[config.mk]
export PLATFORM = sky130hd
export DESIGN_NAME = pfc_flow_ctrl
export DESIGN_NICKNAME = d
export VERILOG_FILES = /design/src/rtl/pfc_pkg.sv /design/src/rtl/pfc_ret_stack.sv /design/src/rtl/pfc_loop_ctrs.sv /design/src/rtl/pfc_branch_eval.sv /design/src/rtl/pfc_flow_ctrl.sv
export SDC_FILE = /design/constraint.sdc
export NUM_CORES = 1
export LEC_CHECK = 0
export ABC_AREA = 0
export BUFFER_PORTS_ARGS = -buffer_cell sky130_fd_sc_hd__buf_2
export CORE_MARGIN = 2
export CORE_UTILIZATION = 30
export DETAILED_ROUTE_END_ITERATION = 8
export PLACE_DENSITY = 0.49
export SLEW_MARGIN = 20
export SYNTH_ARGS = -nofsm -noshare
export SYNTH_HDL_FRONTEND = slang
export SYNTH_SLANG_ARGS = --single-unit
[constraint.sdc]
create_clock -name clk -period 10.6 [get_ports clk]
set_input_delay 2.12 -clock clk [delete_from_list [all_inputs] [get_ports clk]]
set_output_delay 2.12 -clock clk [all_outputs]
set_load 0.1 [all_outputs]
[src/rtl/pfc_pkg.sv]
package pfc_pkg;
    localparam int IW      = 18;
    localparam int NCNT    = 4;
    localparam int FLEN_W  = 10;

    localparam logic [2:0] OPC_FLOW = 3'b101;
    localparam logic [2:0] OPC_FILT = 3'b011;

    localparam logic [1:0] CTR_DEC  = 2'b01;
    localparam logic [1:0] CTR_LOAD = 2'b10;

    typedef enum logic [2:0] {
        S_FETCH  = 3'd0,
        S_DECODE = 3'd1,
        S_WORD2  = 3'd2,
        S_EXEC   = 3'd3,
        S_STREAM = 3'd4
    } seq_state_e;

    // field order matches bits 13..0 of a flow-control word
    typedef struct packed {
        logic            jmp;
        logic            cnd;
        logic            ret;
        logic            call;
        logic [1:0]      cop;
        logic [1:0]      csel;
        logic            omask;
        logic            inv;
        logic [NCNT-1:0] fmask;
    } flow_f_s;

    function automatic flow_f_s split_flow(input logic [IW-1:0] w);
        return flow_f_s'(w[13:0]);
    endfunction

    function automatic logic is_filt(input logic [IW-1:0] w);
        return w[16:14] == OPC_FILT;
    endfunction

    function automatic logic is_flow(input logic [IW-1:0] w);
        return w[16:14] == OPC_FLOW;
    endfunction
endpackage

[src/rtl/pfc_ret_stack.sv]
module pfc_ret_stack #(
    parameter int AW    = 8,
    parameter int DEPTH = 4,
    localparam int PW   = (DEPTH > 1) ? $clog2(DEPTH) : 1,
    localparam int DW   = $clog2(DEPTH + 1)
) (
    input  logic          clk,
    input  logic          rst_n,
    input  logic          push_i,
    input  logic          pop_i,
    input  logic [AW-1:0] push_addr_i,
    output logic [AW-1:0] top_addr_o,
    output logic          empty_o,
    output logic [DW-1:0] depth_o
);
    typedef struct packed {
        logic [DEPTH-1:0][AW-1:0] mem;
        logic [PW-1:0]            wptr;
        logic [DW-1:0]            depth;
    } stk_s;

    stk_s q, d;
    logic [PW-1:0] top_idx;

    always_comb begin
        top_idx = (q.wptr == '0) ? PW'(DEPTH - 1) : q.wptr - PW'(1);
        d = q;
        if (push_i) begin
            d.mem[q.wptr] = push_addr_i;
            d.wptr        = (q.wptr == PW'(DEPTH - 1)) ? '0 : q.wptr + PW'(1);
            if (q.depth != DW'(DEPTH)) begin
                d.depth = q.depth + DW'(1);
            end
        end else if (pop_i && (q.depth != '0)) begin
            d.wptr  = top_idx;
            d.depth = q.depth - DW'(1);
        end
    end

    always_ff @(posedge clk or negedge rst_n) begin
        if (!rst_n) begin
            q <= '0;
        end else begin
            q <= d;
        end
    end

    assign top_addr_o = q.mem[top_idx];
    assign empty_o    = (q.depth == '0);
    assign depth_o    = q.depth;
endmodule

[src/rtl/pfc_loop_ctrs.sv]
module pfc_loop_ctrs #(
    parameter int CW  = 16,
    parameter int NC  = 4,
    localparam int SW = (NC > 1) ? $clog2(NC) : 1
) (
    input  logic          clk,
    input  logic          rst_n,
    input  logic          en_i,
    input  logic [1:0]    op_i,
    input  logic [SW-1:0] sel_i,
    input  logic [CW-1:0] load_i,
    output logic [NC-1:0] flags_nxt_o,
    output logic [NC-1:0] flags_o
);
    import pfc_pkg::*;

    typedef struct packed {
        logic [CW-1:0] cnt;
        logic          flg;
    } ctr_s;

    for (genvar g = 0; g < NC; g++) begin : g_ctr
        ctr_s r_q, r_d;

        always_comb begin
            r_d = r_q;
            if (en_i && (sel_i == SW'(g))) begin
                case (op_i)
                    CTR_DEC: begin
                        r_d.cnt = (r_q.cnt > CW'(1)) ? r_q.cnt - CW'(1) : '0;
                        r_d.flg = (r_q.cnt <= CW'(1));
                    end
                    CTR_LOAD: begin
                        r_d.cnt = load_i;
                        r_d.flg = 1'b0;
                    end
                    default: ;
                endcase
            end
        end

        always_ff @(posedge clk or negedge rst_n) begin
            if (!rst_n) begin
                r_q <= '0;
            end else begin
                r_q <= r_d;
            end
        end

        assign flags_nxt_o[g] = r_d.flg;
        assign flags_o[g]     = r_q.flg;
    end
endmodule

[src/rtl/pfc_branch_eval.sv]
module pfc_branch_eval
    import pfc_pkg::*;
(
    input  flow_f_s         fld_i,
    input  logic [NCNT-1:0] flags_i,
    input  logic            ovf_i,
    output logic            take_o
);
    logic hit;

    always_comb begin
        hit    = (|(flags_i & fld_i.fmask)) | (ovf_i & fld_i.omask);
        take_o = !fld_i.cnd | (hit ^ fld_i.inv);
    end
endmodule

[src/rtl/pfc_flow_ctrl.sv]
module pfc_flow_ctrl #(
    parameter int AW     = 8,
    parameter int CW     = 16,
    parameter int SDEPTH = 4
) (
    input  logic                  clk,
    input  logic                  rst_n,
    input  logic [17:0]           rom_data_i,
    input  logic                  ovf_i,
    output logic [AW-1:0]         rom_addr_o,
    output logic                  decode_stb_o,
    output logic                  exec_stb_o,
    output logic                  elem_stb_o,
    output logic [17:0]           instr_o,
    output logic [17:0]           imm_o,
    output logic [3:0]            cnt_flag_o
);
    import pfc_pkg::*;

    localparam int DW = $clog2(SDEPTH + 1);

    typedef struct packed {
        seq_state_e        st;
        logic [AW-1:0]     pc;
        logic [IW-1:0]     ir;
        logic [IW-1:0]     imm;
        logic [FLEN_W-1:0] ecnt;
    } seq_s;

    seq_s q, d;

    flow_f_s         fld;
    logic            flow_exec;
    logic            take;
    logic            stk_push;
    logic            stk_pop;
    logic            stk_empty;
    logic [AW-1:0]   stk_top;
    logic [DW-1:0]   stk_depth;
    logic [NCNT-1:0] flags_nxt;
    logic [NCNT-1:0] flags_q;

    assign fld       = split_flow(q.ir);
    assign flow_exec = (q.st == S_EXEC) && is_flow(q.ir);

    pfc_loop_ctrs #(.CW(CW), .NC(NCNT)) u_ctrs (
        .clk         (clk),
        .rst_n       (rst_n),
        .en_i        (flow_exec),
        .op_i        (fld.cop),
        .sel_i       (fld.csel),
        .load_i      (q.imm[CW-1:0]),
        .flags_nxt_o (flags_nxt),
        .flags_o     (flags_q)
    );

    pfc_branch_eval u_cond (
        .fld_i   (fld),
        .flags_i (flags_nxt),
        .ovf_i   (ovf_i),
        .take_o  (take)
    );

    pfc_ret_stack #(.AW(AW), .DEPTH(SDEPTH)) u_stack (
        .clk         (clk),
        .rst_n       (rst_n),
        .push_i      (stk_push),
        .pop_i       (stk_pop),
        .push_addr_i (q.pc),
        .top_addr_o  (stk_top),
        .empty_o     (stk_empty),
        .depth_o     (stk_depth)
    );

    always_comb begin
        d        = q;
        stk_push = 1'b0;
        stk_pop  = 1'b0;
        case (q.st)
            S_FETCH: begin
                d.pc = q.pc + AW'(1);
                d.st = S_DECODE;
            end
            S_DECODE: begin
                d.ir   = rom_data_i;
                d.imm  = '0;
                d.ecnt = rom_data_i[FLEN_W-1:0];
                if (rom_data_i[IW-1]) begin
                    d.pc = q.pc + AW'(1);
                    d.st = S_WORD2;
                end else if (is_filt(rom_data_i)) begin
                    d.st = (rom_data_i[FLEN_W-1:0] == '0) ? S_EXEC : S_STREAM;
                end else begin
                    d.st = S_EXEC;
                end
            end
            S_WORD2: begin
                d.imm = rom_data_i;
                if (is_filt(q.ir)) begin
                    d.st = (q.ecnt == '0) ? S_EXEC : S_STREAM;
                end else begin
                    d.st = S_EXEC;
                end
            end
            S_STREAM: begin
                d.ecnt = q.ecnt - FLEN_W'(1);
                if (q.ecnt == FLEN_W'(1)) begin
                    d.st = S_EXEC;
                end
            end
            S_EXEC: begin
                d.st = S_FETCH;
                if (flow_exec && take) begin
                    if (fld.ret) begin
                        if (!stk_empty) begin
                            d.pc    = stk_top;
                            stk_pop = 1'b1;
                        end
                    end else if (fld.jmp) begin
                        d.pc     = q.imm[AW-1:0];
                        stk_push = fld.call;
                    end
                end
            end
            default: d.st = S_FETCH;
        endcase
    end

    always_ff @(posedge clk or negedge rst_n) begin
        if (!rst_n) begin
            q <= '0;
        end else begin
            q <= d;
        end
    end

    assign rom_addr_o   = q.pc;
    assign decode_stb_o = (q.st == S_DECODE);
    assign exec_stb_o   = (q.st == S_EXEC);
    assign elem_stb_o   = (q.st == S_STREAM);
    assign instr_o      = q.ir;
    assign imm_o        = q.imm;
    assign cnt_flag_o   = flags_q;
endmodule

==> metrics.yaml, run 1 <==
p_sw_share_pct: 53.8
seqPwrFrac_pct: 31.1
drt-pass1-iter-count: 5
synth_seq_cells: 162
combPwrFrac_pct: 48.2
cts_hold_buf: 0
core_mm2: 0.0298
die_h_um: 178
synthDistinctLibCells: 73
skew_ns: 0.0133
syn_area_mm2: 0.00911
startpoint_type: "flip-flop"
slowest_stage: "or3_1"
clkSinkCount: 162
hold_viol_final: 0
num-fill-cells: 3128
power_leakage_nw: 4.46
worst_skew_pair.late_latency_ns: 0.43
timing.rr.end: "u_stack.depth_o[2]$_DFFE_PN0P_"
core.rowCount: 63
max_slew.worst_pin.slew_ns: 0.997
period_share_pct: 41.0
grt_pass1_wl_um: 42700
antenna_found_initial: 0
synth_ff_type: "dfrtp_1"
post-place-cells: 1357
outcome: "finished clean"
finalMaxSlewViolations: 0
slew_headroom_pct: 33.5
track_usage_pct: 17.7
pwr-share-clk_pct: 20.7
fin_crit_ns: 4.34
gr-total-overflow: 0
rsz0062_at_grt: "false"
num_vias: 7505
antenna_left: 0
mostFrequentLayoutCell: "dfrtp_1"
cp_num_buf_inv: 3
wire_per_inst_um: 19.9
crit_cells: 4
start_util_pct: 30.6
cpPeakStageDelay_ns: 0.55
die_x_um: 178
cts_root_buf: "clkbuf_16"
final.setup.tns_ns: 0
dr.first_iter.drc_count: 595
drive_gt1_share_pct: 18.3
areaGrowthSynthToFinish_pct: 10.7
htreeDepth: 4
multi_input_area_mm2: 0.00438
clk_pin_slew_ns: 0.07
min_path_type: "reg2reg"
startpoint: "q[56]$_DFFE_PN0P_"
num_antenna_cells: 0
max-vdd-ir-drop_v: 0.000178
r2r_cells: 14
numCtsBuffers: 17
end_kind: "output port"
p_int_mw: 1.44
syn_nets: 1022
p_per_area_mw_per_mm2: 310
totalWireLength_um: 27600
layout_common_cells: "162 x dfrtp_1, 141 x o21ai_0, 96 x nand2_1, 79 x nor2_1, 75 x a21oi_1"
syn_inst: 982
worst_slack_ns: 6.26
r2r_slack_ns: 6.33
synth_edf_count: 0
required_ns: 8.48
fin_area_mm2: 0.0101
cts_resized: 0
path_cells: "inv_1 -> or3_1 -> clkinv_1 -> buf_2"
total_power_mw: 3.13
crit_arrival_ns: 2.22
postCtsSetupRepairBufs: 0
utilization_pct: 33.8
final_cells: 1390
dp_hpwl_um: 18800
io_pins: 72
clockBufferDepth: 2
via_per_inst: 5.40
critPathTopFamily: "buffers and inverters"
synth-seq-area-share_pct: 44.5
placed_area_mm2: 0.00946
finalSetupViolations: 0
async_reset_ff_share_pct: 100
grt_max_degree: 62
fmax_mhz: 230
holdWs_ns: 0.489
worstSetupPathType: "reg2out"
drv_cap: 0
final-seq-area_mm2: 0.00405
drc: 0
grt_pass1_vias: 7078
p_sw_mw: 1.68
worstSetupEndpoint: "elem_stb_o"
port_buffers: 71
cp_max_fo: 9
finalWeightedCongestion: 0.855
avgSynthCellArea_um2: 9.27
post-place-ws_ns: 5.76
cts_tree: "yes"
die_area_mm2: 0.0318
reg2reg_from: "instr_o[8]$_DFFE_PN0P_"
nets: 1027
yosys_warnings: 0
==> sequential cells by signal, indices dropped and copies added, names as in the netlist <==
| name | count |
|---|---|
| u_ctrs.flags_o | 4 |
| u_ctrs.g_ctr.r_q | 64 |
| u_stack.q | 34 |
| imm_o | 18 |
| rom_addr_o | 8 |
| u_stack.depth_o | 3 |
| q | 13 |
| instr_o | 18 |
==> worst register-to-register path, stage by stage, from the launching register on <==
cell and delay, ns:
dfrtp_1 0.37, inv_1 0.06, ha_1 0.30, and4bb_2 0.33
nand4_1 0.62, a311oi_1 0.49, o31ai_1 0.13, a211oi_2 0.47
mux2_4 0.39, nand2_1 0.10, fa_1 0.44, o21ai_0 0.18
a21oi_1 0.06, a21oi_1 0.13, o211ai_1 0.10
==> worst min-delay path by stage <==
stage,from,end,cells past startpoint
global route,q[8]$_DFFE_PN0P_,q[8]$_DFFE_PN0P_,1
floorplan,instr_o[17]$_DFFE_PN0P_,instr_o[17]$_DFFE_PN0P_,2
detailed placement,instr_o[17]$_DFFE_PN0P_,instr_o[17]$_DFFE_PN0P_,2
global placement,instr_o[17]$_DFFE_PN0P_,instr_o[17]$_DFFE_PN0P_,2
finish,instr_o[17]$_DFFE_PN0P_,instr_o[17]$_DFFE_PN0P_,2
CTS,instr_o[17]$_DFFE_PN0P_,instr_o[17]$_DFFE_PN0P_,2
==> cell families (layout without fill, tap and decap cells) <==
| group | Yosys count | in the layout | share of synthesized area [%] |
|---|---|---|---|
| simple gates | 306 | 306 | 16.8 |
| fa+ha+maj | 19 | 19 | 2.69 |
| buf+inv | 127 | 145 | 7.41 |
| flops | 162 | 162 | 44.5 |
| compound gates | 318 | 318 | 21.3 |
| xor+xnor | 1 | 1 | 0.0962 |
| mux | 49 | 49 | 7.21 |
==> cell usage after synthesis, types with 9 or more instances <==
library cell / n / area share [%]
a31oi_1: 13 / 0.89
ha_1: 18 / 2.5
nor3_1: 27 / 1.5
mux2_2: 35 / 4.3
buf_4: 48 / 4.0
nand3_1: 14 / 0.77
a22o_1: 21 / 2.0
nand2_1: 96 / 4.0
nor2_1: 80 / 3.3
o21ai_0: 141 / 7.7
nor4_1: 15 / 1.0
a21oi_1: 75 / 4.1
inv_1: 32 / 1.3
dfrtp_1: 162 / 45
clkbuf_1: 35 / 1.4
a22oi_1: 11 / 0.91
nor2b_1: 9 / 0.62
and2_1: 11 / 0.76
==> area by class of cell <==
type / count / share of cell area (%)
Inverter: 35 / 1.30
Sequential cell: 162 / 40.2
Multi-Input combinational cell: 693 / 43.4
Timing Repair Buffer: 78 / 4.14
Tap cell: 390 / 4.84
Clock buffer: 17 / 4.22
Clock inverter: 15 / 1.86
==> power groups by stage <==
stage          clock network [mW]  registers, mW  logic [mW]
2_1_floorplan                   0          0.855        1.34
3_3_place_gp                    0          0.985        1.50
3_5_place_dp                    0          0.982        1.50
4_1_cts                     0.661          0.972        1.51
5_1_grt                     0.684          0.995        1.61
6_report                    0.647          0.973        1.51
==> per-layer routing <==
metal  wire length [um]  track usage (%)
met1              13100             25.4
met2              12800             27.6
met3               1310             3.20
met4                431             4.03
met5                  0                0
Note: power is estimated with default switching activity, not from simulation.
==> run 2: changes to the inputs <==
--- a/config.mk
+++ b/config.mk
@@ -10,7 +10,7 @@
 export CORE_MARGIN = 2
 export CORE_UTILIZATION = 30
 export DETAILED_ROUTE_END_ITERATION = 8
-export PLACE_DENSITY = 0.49
+export PLACE_DENSITY = 0.5
 export SLEW_MARGIN = 20
 export SYNTH_ARGS = -nofsm -noshare
 export SYNTH_HDL_FRONTEND = slang
==> constraint.sdc (replaced) <==
create_clock -name clk -period 3.7 [get_ports clk]
set_input_delay 0.74 -clock clk [delete_from_list [all_inputs] [get_ports clk]]
set_output_delay 0.74 -clock clk [all_outputs]
set_load 0.1 [all_outputs]
==> metrics.yaml, run 2 (synthesis gave the netlist of run 1 again) <==
outcome: "finished clean"
clk_pin_slew_ns: 0.08  # about the same
grt_max_degree: 71  # +15%
fmax_mhz: 295
cts_resized: 0  # unchanged
path_cells: "inv_1 -> ha_1 -> and4bb_2 -> nand4_1 -> a311oi_1 -> o31ai_1 -> a211oi_2 -> mux2_4 -> nand2_1 -> fa_1 -> nor4_1 -> a21oi_1 -> o211ai_1"
slowest_stage: "fa_1"
reg.largest.list: "u_ctrs.g_ctr.r_q (64), u_stack.q (34)"
layout_common_cells: "162 x dfrtp_1, 141 x o21ai_0, 96 x nand2_1, 80 x nor2_1, 75 x a21oi_1"
min_path_type: "in2async"
numCtsBuffers: 17  # unchanged
via_per_inst: 5.43  # +0.49%
cpPeakStageDelay_ns: 0.45  # -0.10 ns
largest_reg_flops: 64  # unchanged
worst_skew_pair.late_latency_ns: 0.44  # about the same
final_cells: 1402  # +0.86%
core.rowCount: 63  # unchanged
clkSinkCount: 162  # unchanged
top_layer_used: "met4"
finalSetupViolations: 0  # unchanged
die_area_mm2: 0.0318  # unchanged
fin_area_mm2: 0.0102  # +0.87%
wire_per_inst_um: 19.4  # -2.3%
totalWireLength_um: 27200  # -1.4%
drive_gt1_share_pct: 19.2  # +0.87 points
cp_max_fo: 4  # -5
hold_viol_final: 0  # unchanged
slew_headroom_pct: 42.7  # +9.2 points
drv_cap: 0  # unchanged
cts_hold_buf: 0  # unchanged
areaGrowthSynthToFinish_pct: 11.7
utilization_pct: 34.1  # +0.29 points
required_ns: 4.06  # -4.42 ns
fin_crit_ns: 3.39
wl_met3_um: 1570  # +20%
skew_ns: 0.0111  # -0.00213 ns
drc: 0  # unchanged
postCtsSetupRepairBufs: 0  # unchanged
track_usage_pct: 17.5  # -0.22 points
num_vias: 7607  # +1.4%
port_buffers: 71  # unchanged
num_antenna_cells: 0  # unchanged
start_util_pct: 30.6  # unchanged
drt-pass1-iter-count: 5  # unchanged
rsz0062_at_grt: "false"
cts_tree: "yes"
antenna_left: 0  # unchanged
total_power_mw: 9.03  # +190%
grt_pass1_vias: 7084  # +0.085%
crit_arrival_ns: 3.75  # +1.53 ns
end_kind: "flip-flop"
period_share_pct: 91.7
regMostFlops: "u_ctrs.g_ctr.r_q"
max-vdd-ir-drop_v: 0.000623  # +250%
worstSetupPathType: "reg2reg"
mostFrequentLayoutCell: "dfrtp_1"
post-place-cells: 1371  # +1.0%
wl_met2_um: 12300  # -3.6%
dr.first_iter.drc_count: 700  # +18%
finalWeightedCongestion: 0.828  # -3.2%
htreeDepth: 4  # unchanged
die_h_um: 178  # unchanged
clockBufferDepth: 2  # unchanged
max_slew.worst_pin.slew_ns: 0.857  # -0.140 ns
die_x_um: 178  # unchanged
cts_root_buf: "clkbuf_16"
finalMaxSlewViolations: 0  # unchanged
power_leakage_nw: 4.52  # +1.3%
gr-total-overflow: 0  # unchanged
core_mm2: 0.0298  # unchanged
placed_area_mm2: 0.00958  # +1.2%
dp_hpwl_um: 19000  # +0.80%
antenna_found_initial: 0  # unchanged
nets: 1040  # +1.3%
met1_length_um: 12900  # -1.4%
grt_pass1_wl_um: 42100  # -1.3%
io_pins: 72  # unchanged
p_per_area_mw_per_mm2: 887  # +190%
startpoint_type: "flip-flop"
final.setup.tns_ns: 0  # unchanged
[run 2: cell types whose count changed in the layout (fill, tap and decap cells not counted), sizes merged]
cell,previous run,this run
clkinv,7,5
bufinv,1,2
buf,78,91
[run 2: per-layer routing]
layer	vias up	track usage, %
met5	-	0
met4	0	4.40
met3	26	3.41
met2	238	26.6
met1	3782	25.3
li1	3561	-
[run 2: cell type report]
class	count	area, um2
Fill cell	3130	19600
Timing Repair Buffer	91	524
Sequential cell	162	4050
Inverter	35	131
Multi-Input combinational cell	693	4380
Clock buffer	17	425
Clock inverter	14	171
Tap cell	390	488
[run 2: metrics by stage]
step,setup WS (ns),hold slack [ns]
after floorplan,0.253,0.444
after global placement,0.391,0.459
after detailed placement,0.345,0.471
after CTS,0.319,0.338
after global routing,0.0772,0.364
final,0.307,0.304
[run 2: critical path, delay by kind of cell (launching register included)]
| kind | cells | cell delay (ns) |
|---|---|---|
| AO/OA/AOI/OAI | 5 | 1.03 |
| adder cells (fa/ha/maj) | 2 | 0.74 |
| buffers and inverters | 1 | 0.07 |
| flip-flops | 1 | 0.37 |
| multiplexers | 1 | 0.25 |
| AND/OR/NAND/NOR | 4 | 0.84 |
[run 2: power breakdown]
group	switching [mW]	total [mW]	leakage [nW]	internal, mW
Combinational	3.32	4.40	2.06	1.08
Sequential	0.639	2.77	2.16	2.13
Clock	0.837	1.86	0.296	1.02
Total	4.79	9.03	4.52	4.23
[run 2: worst paths after layout]
path | from | end | slack [ns] | depth (start not counted)
min in group clk | instr_o[17]$_DFFE_PN0P_ | instr_o[17]$_DFFE_PN0P_ | 0.50 | 2
min reg2reg | instr_o[17]$_DFFE_PN0P_ | instr_o[17]$_DFFE_PN0P_ | 0.50 | 2
min | rst_n | u_ctrs.g_ctr[0].r_q[15]$_DFFE_PN0P_ | 0.30 | 1
max in group asynchronous | rst_n | u_stack.q[29]$_DFFE_PN0P_ | 2.52 | 2
max reg2reg | instr_o[8]$_DFFE_PN0P_ | u_stack.depth_o[2]$_DFFE_PN0P_ | 0.31 | 13
max | instr_o[8]$_DFFE_PN0P_ | u_stack.depth_o[2]$_DFFE_PN0P_ | 0.31 | 13
==> run 3: changes to the inputs <==
--- a/config.mk
+++ b/config.mk
@@ -10,7 +10,7 @@
 export CORE_MARGIN = 2
 export CORE_UTILIZATION = 30
 export DETAILED_ROUTE_END_ITERATION = 8
-export PLACE_DENSITY = 0.5
+export PLACE_DENSITY = 0.49
 export SLEW_MARGIN = 20
 export SYNTH_ARGS = -nofsm -noshare
 export SYNTH_HDL_FRONTEND = slang
==> constraint.sdc (replaced) <==
create_clock -name clk -period 3.38 [get_ports clk]
set_input_delay 0.676 -clock clk [delete_from_list [all_inputs] [get_ports clk]]
set_output_delay 0.676 -clock clk [all_outputs]
set_load 0.1 [all_outputs]
==> metrics.yaml, run 3 (synthesis gave the netlist of run 1 again) <==
r2r_slack_ns: 0.14  # -0.17 ns
rsz0062_at_grt: "false"
reg.largest.list: "u_ctrs.g_ctr.r_q (64), u_stack.q (34)"
core.rowCount: 63  # unchanged
finalSetupViolations: 0  # unchanged
postCtsSetupRepairBufs: 0  # unchanged
die_h_um: 178  # unchanged
startpoint_type: "flip-flop"
max-vdd-ir-drop_v: 0.000698  # +12%
seqPwrFrac_pct: 29.9  # -0.8 points
core_mm2: 0.0298  # unchanged
mostFrequentLayoutCell: "dfrtp_1"
final.setup.tns_ns: 0  # unchanged
crit_arrival_ns: 3.55  # -0.20 ns
drive_gt1_share_pct: 21.2  # +2.0 points
reg2reg_from: "instr_o[8]$_DFFE_PN0P_"
skew_ns: 0.0161  # +0.00499 ns
drv_cap: 0  # unchanged
grt_pass1_wl_um: 43700  # +3.9%
die_x_um: 178  # unchanged
gr-total-overflow: 0  # unchanged
grt_pass1_vias: 7440  # +5.0%
num_vias: 7644  # +0.49%
nets: 1062  # +2.1%
min_path_type: "in2async"
finalWeightedCongestion: 0.837  # +1.2%
startpoint: "instr_o[8]$_DFFE_PN0P_"
power_leakage_nw: 4.62  # +2.3%
cts_tree: "yes"
clk_pin_slew_ns: 0.08  # about the same
required_ns: 3.69  # -0.37 ns
drt-pass1-iter-count: 7  # +2
combPwrFrac_pct: 50.5  # +1.8 points
drc: 0  # unchanged
finalMaxSlewViolations: 0  # unchanged
utilization_pct: 34.8  # +0.61 points
hold_viol_final: 0  # unchanged
end_kind: "flip-flop"
totalWireLength_um: 27800  # +2.1%
period_share_pct: 95.8  # +4.1 points
num_antenna_cells: 0  # unchanged
die_area_mm2: 0.0318  # unchanged
io_pins: 72  # unchanged
numCtsBuffers: 17  # unchanged
p_sw_mw: 5.32  # +11%
p_int_mw: 4.62  # +9.3%
worst_skew_pair.late_latency_ns: 0.44  # about the same
dp_hpwl_um: 19600  # +3.5%
port_buffers: 71  # unchanged
pwr-share-clk_pct: 19.6  # -1.0 points
regMostFlops: "u_ctrs.g_ctr.r_q"
dr.first_iter.drc_count: 615  # -12%
cts_root_buf: "clkbuf_16"
layout_common_cells: "162 x dfrtp_1, 141 x o21ai_0, 96 x nand2_1, 80 x nor2_1, 75 x a21oi_1"
grt_max_degree: 64  # -9.9%
fmax_mhz: 309  # +4.7%
via_per_inst: 5.36  # -1.1%
max_slew.worst_pin.slew_ns: 0.743  # -0.114 ns
slew_headroom_pct: 50.0  # +7.3 points
p_sw_share_pct: 53.5  # +0.38 points
cts_hold_buf: 0  # unchanged
clockBufferDepth: 2  # unchanged
wire_per_inst_um: 19.5  # +0.50%
largest_reg_flops: 64  # unchanged
track_usage_pct: 18.1  # +0.68 points
total_power_mw: 9.94  # +10%
fin_crit_ns: 3.24  # -0.154 ns
start_util_pct: 30.6  # unchanged
worstSetupPathType: "reg2reg"
antenna_left: 0  # unchanged
antenna_found_initial: 0  # unchanged
cp_max_fo: 4  # unchanged
htreeDepth: 4  # unchanged
p_per_area_mw_per_mm2: 960  # +8.2%
clkSinkCount: 162  # unchanged
areaGrowthSynthToFinish_pct: 13.7
outcome: "finished clean"
-- run 3: per-stage QoR --
stage | setup WS (ns) | cells | cell area, um2 | hold WS (ns)
floorplan | 0.0393 | 982 | 9110 | 0.380
global placement | 0.109 | 1393 | 9760 | 0.460
detailed placement | 0.0963 | 1393 | 9760 | 0.464
CTS | 0.0801 | 1425 | 10300 | 0.244
global route | 0.0105 | 1425 | 10400 | 0.273
finish | 0.141 | 1425 | 10400 | 0.217
-- run 3: final timing paths --
path	end	cells past startpoint
max	u_stack.depth_o[2]$_DFFE_PN0P_	14
max reg2reg	u_stack.depth_o[2]$_DFFE_PN0P_	14
min reg2reg	instr_o[17]$_DFFE_PN0P_	2
min in group clk	instr_o[13]$_DFFE_PN0P_	3
min	u_ctrs.g_ctr[2].r_q[8]$_DFFE_PN0P_	1
max in group asynchronous	u_stack.q[34]$_DFFE_PN0P_	2
-- run 3: worst max-delay path, stage by stage (launching register included) --
cell	delay [ns]
dfrtp_1	0.35
inv_1	0.06
ha_1	0.30
and4bb_2	0.34
nand4_1	0.16
a311oi_2	0.33
o31ai_1	0.13
a211oi_2	0.29
mux2_4	0.22
nand2_1	0.06
fa_1	0.43
o21ai_0	0.17
a21oi_1	0.06
a21oi_1	0.12
o211ai_1	0.10
-- run 3: power groups by stage --
stage	Sequential (mW)	Combinational (mW)	Clock [mW]
global placement	3.01	4.99	0
CTS	2.97	5.03	1.99
floorplan	2.68	4.21	0
detailed placement	3.01	5.02	0
finish	2.97	5.03	1.95
global route	3.04	5.41	2.08
-- run 3: per-layer routing --
layer	share of wire (%)	track usage [%]
met1	47	25.7
met2	46	28.1
met3	4.6	2.98
met4	2.4	6.03
met5	0	0
-- run 3: cell type report --
cell class,count,area (um2)
fillers,3116,19400
multi-input cells,693,4390
flip-flops and latches,162,4050
repair buffers,113,704
well taps,390,488
clock buffers,17,425
clock inverters,15,159
inverters,35,134
-- run 3: what timing repair did --
action | CTS | global route
hold endpoints to repair | 0 | 0
resized for setup | 0 | 2
setup endpoints to repair | 0 | 9
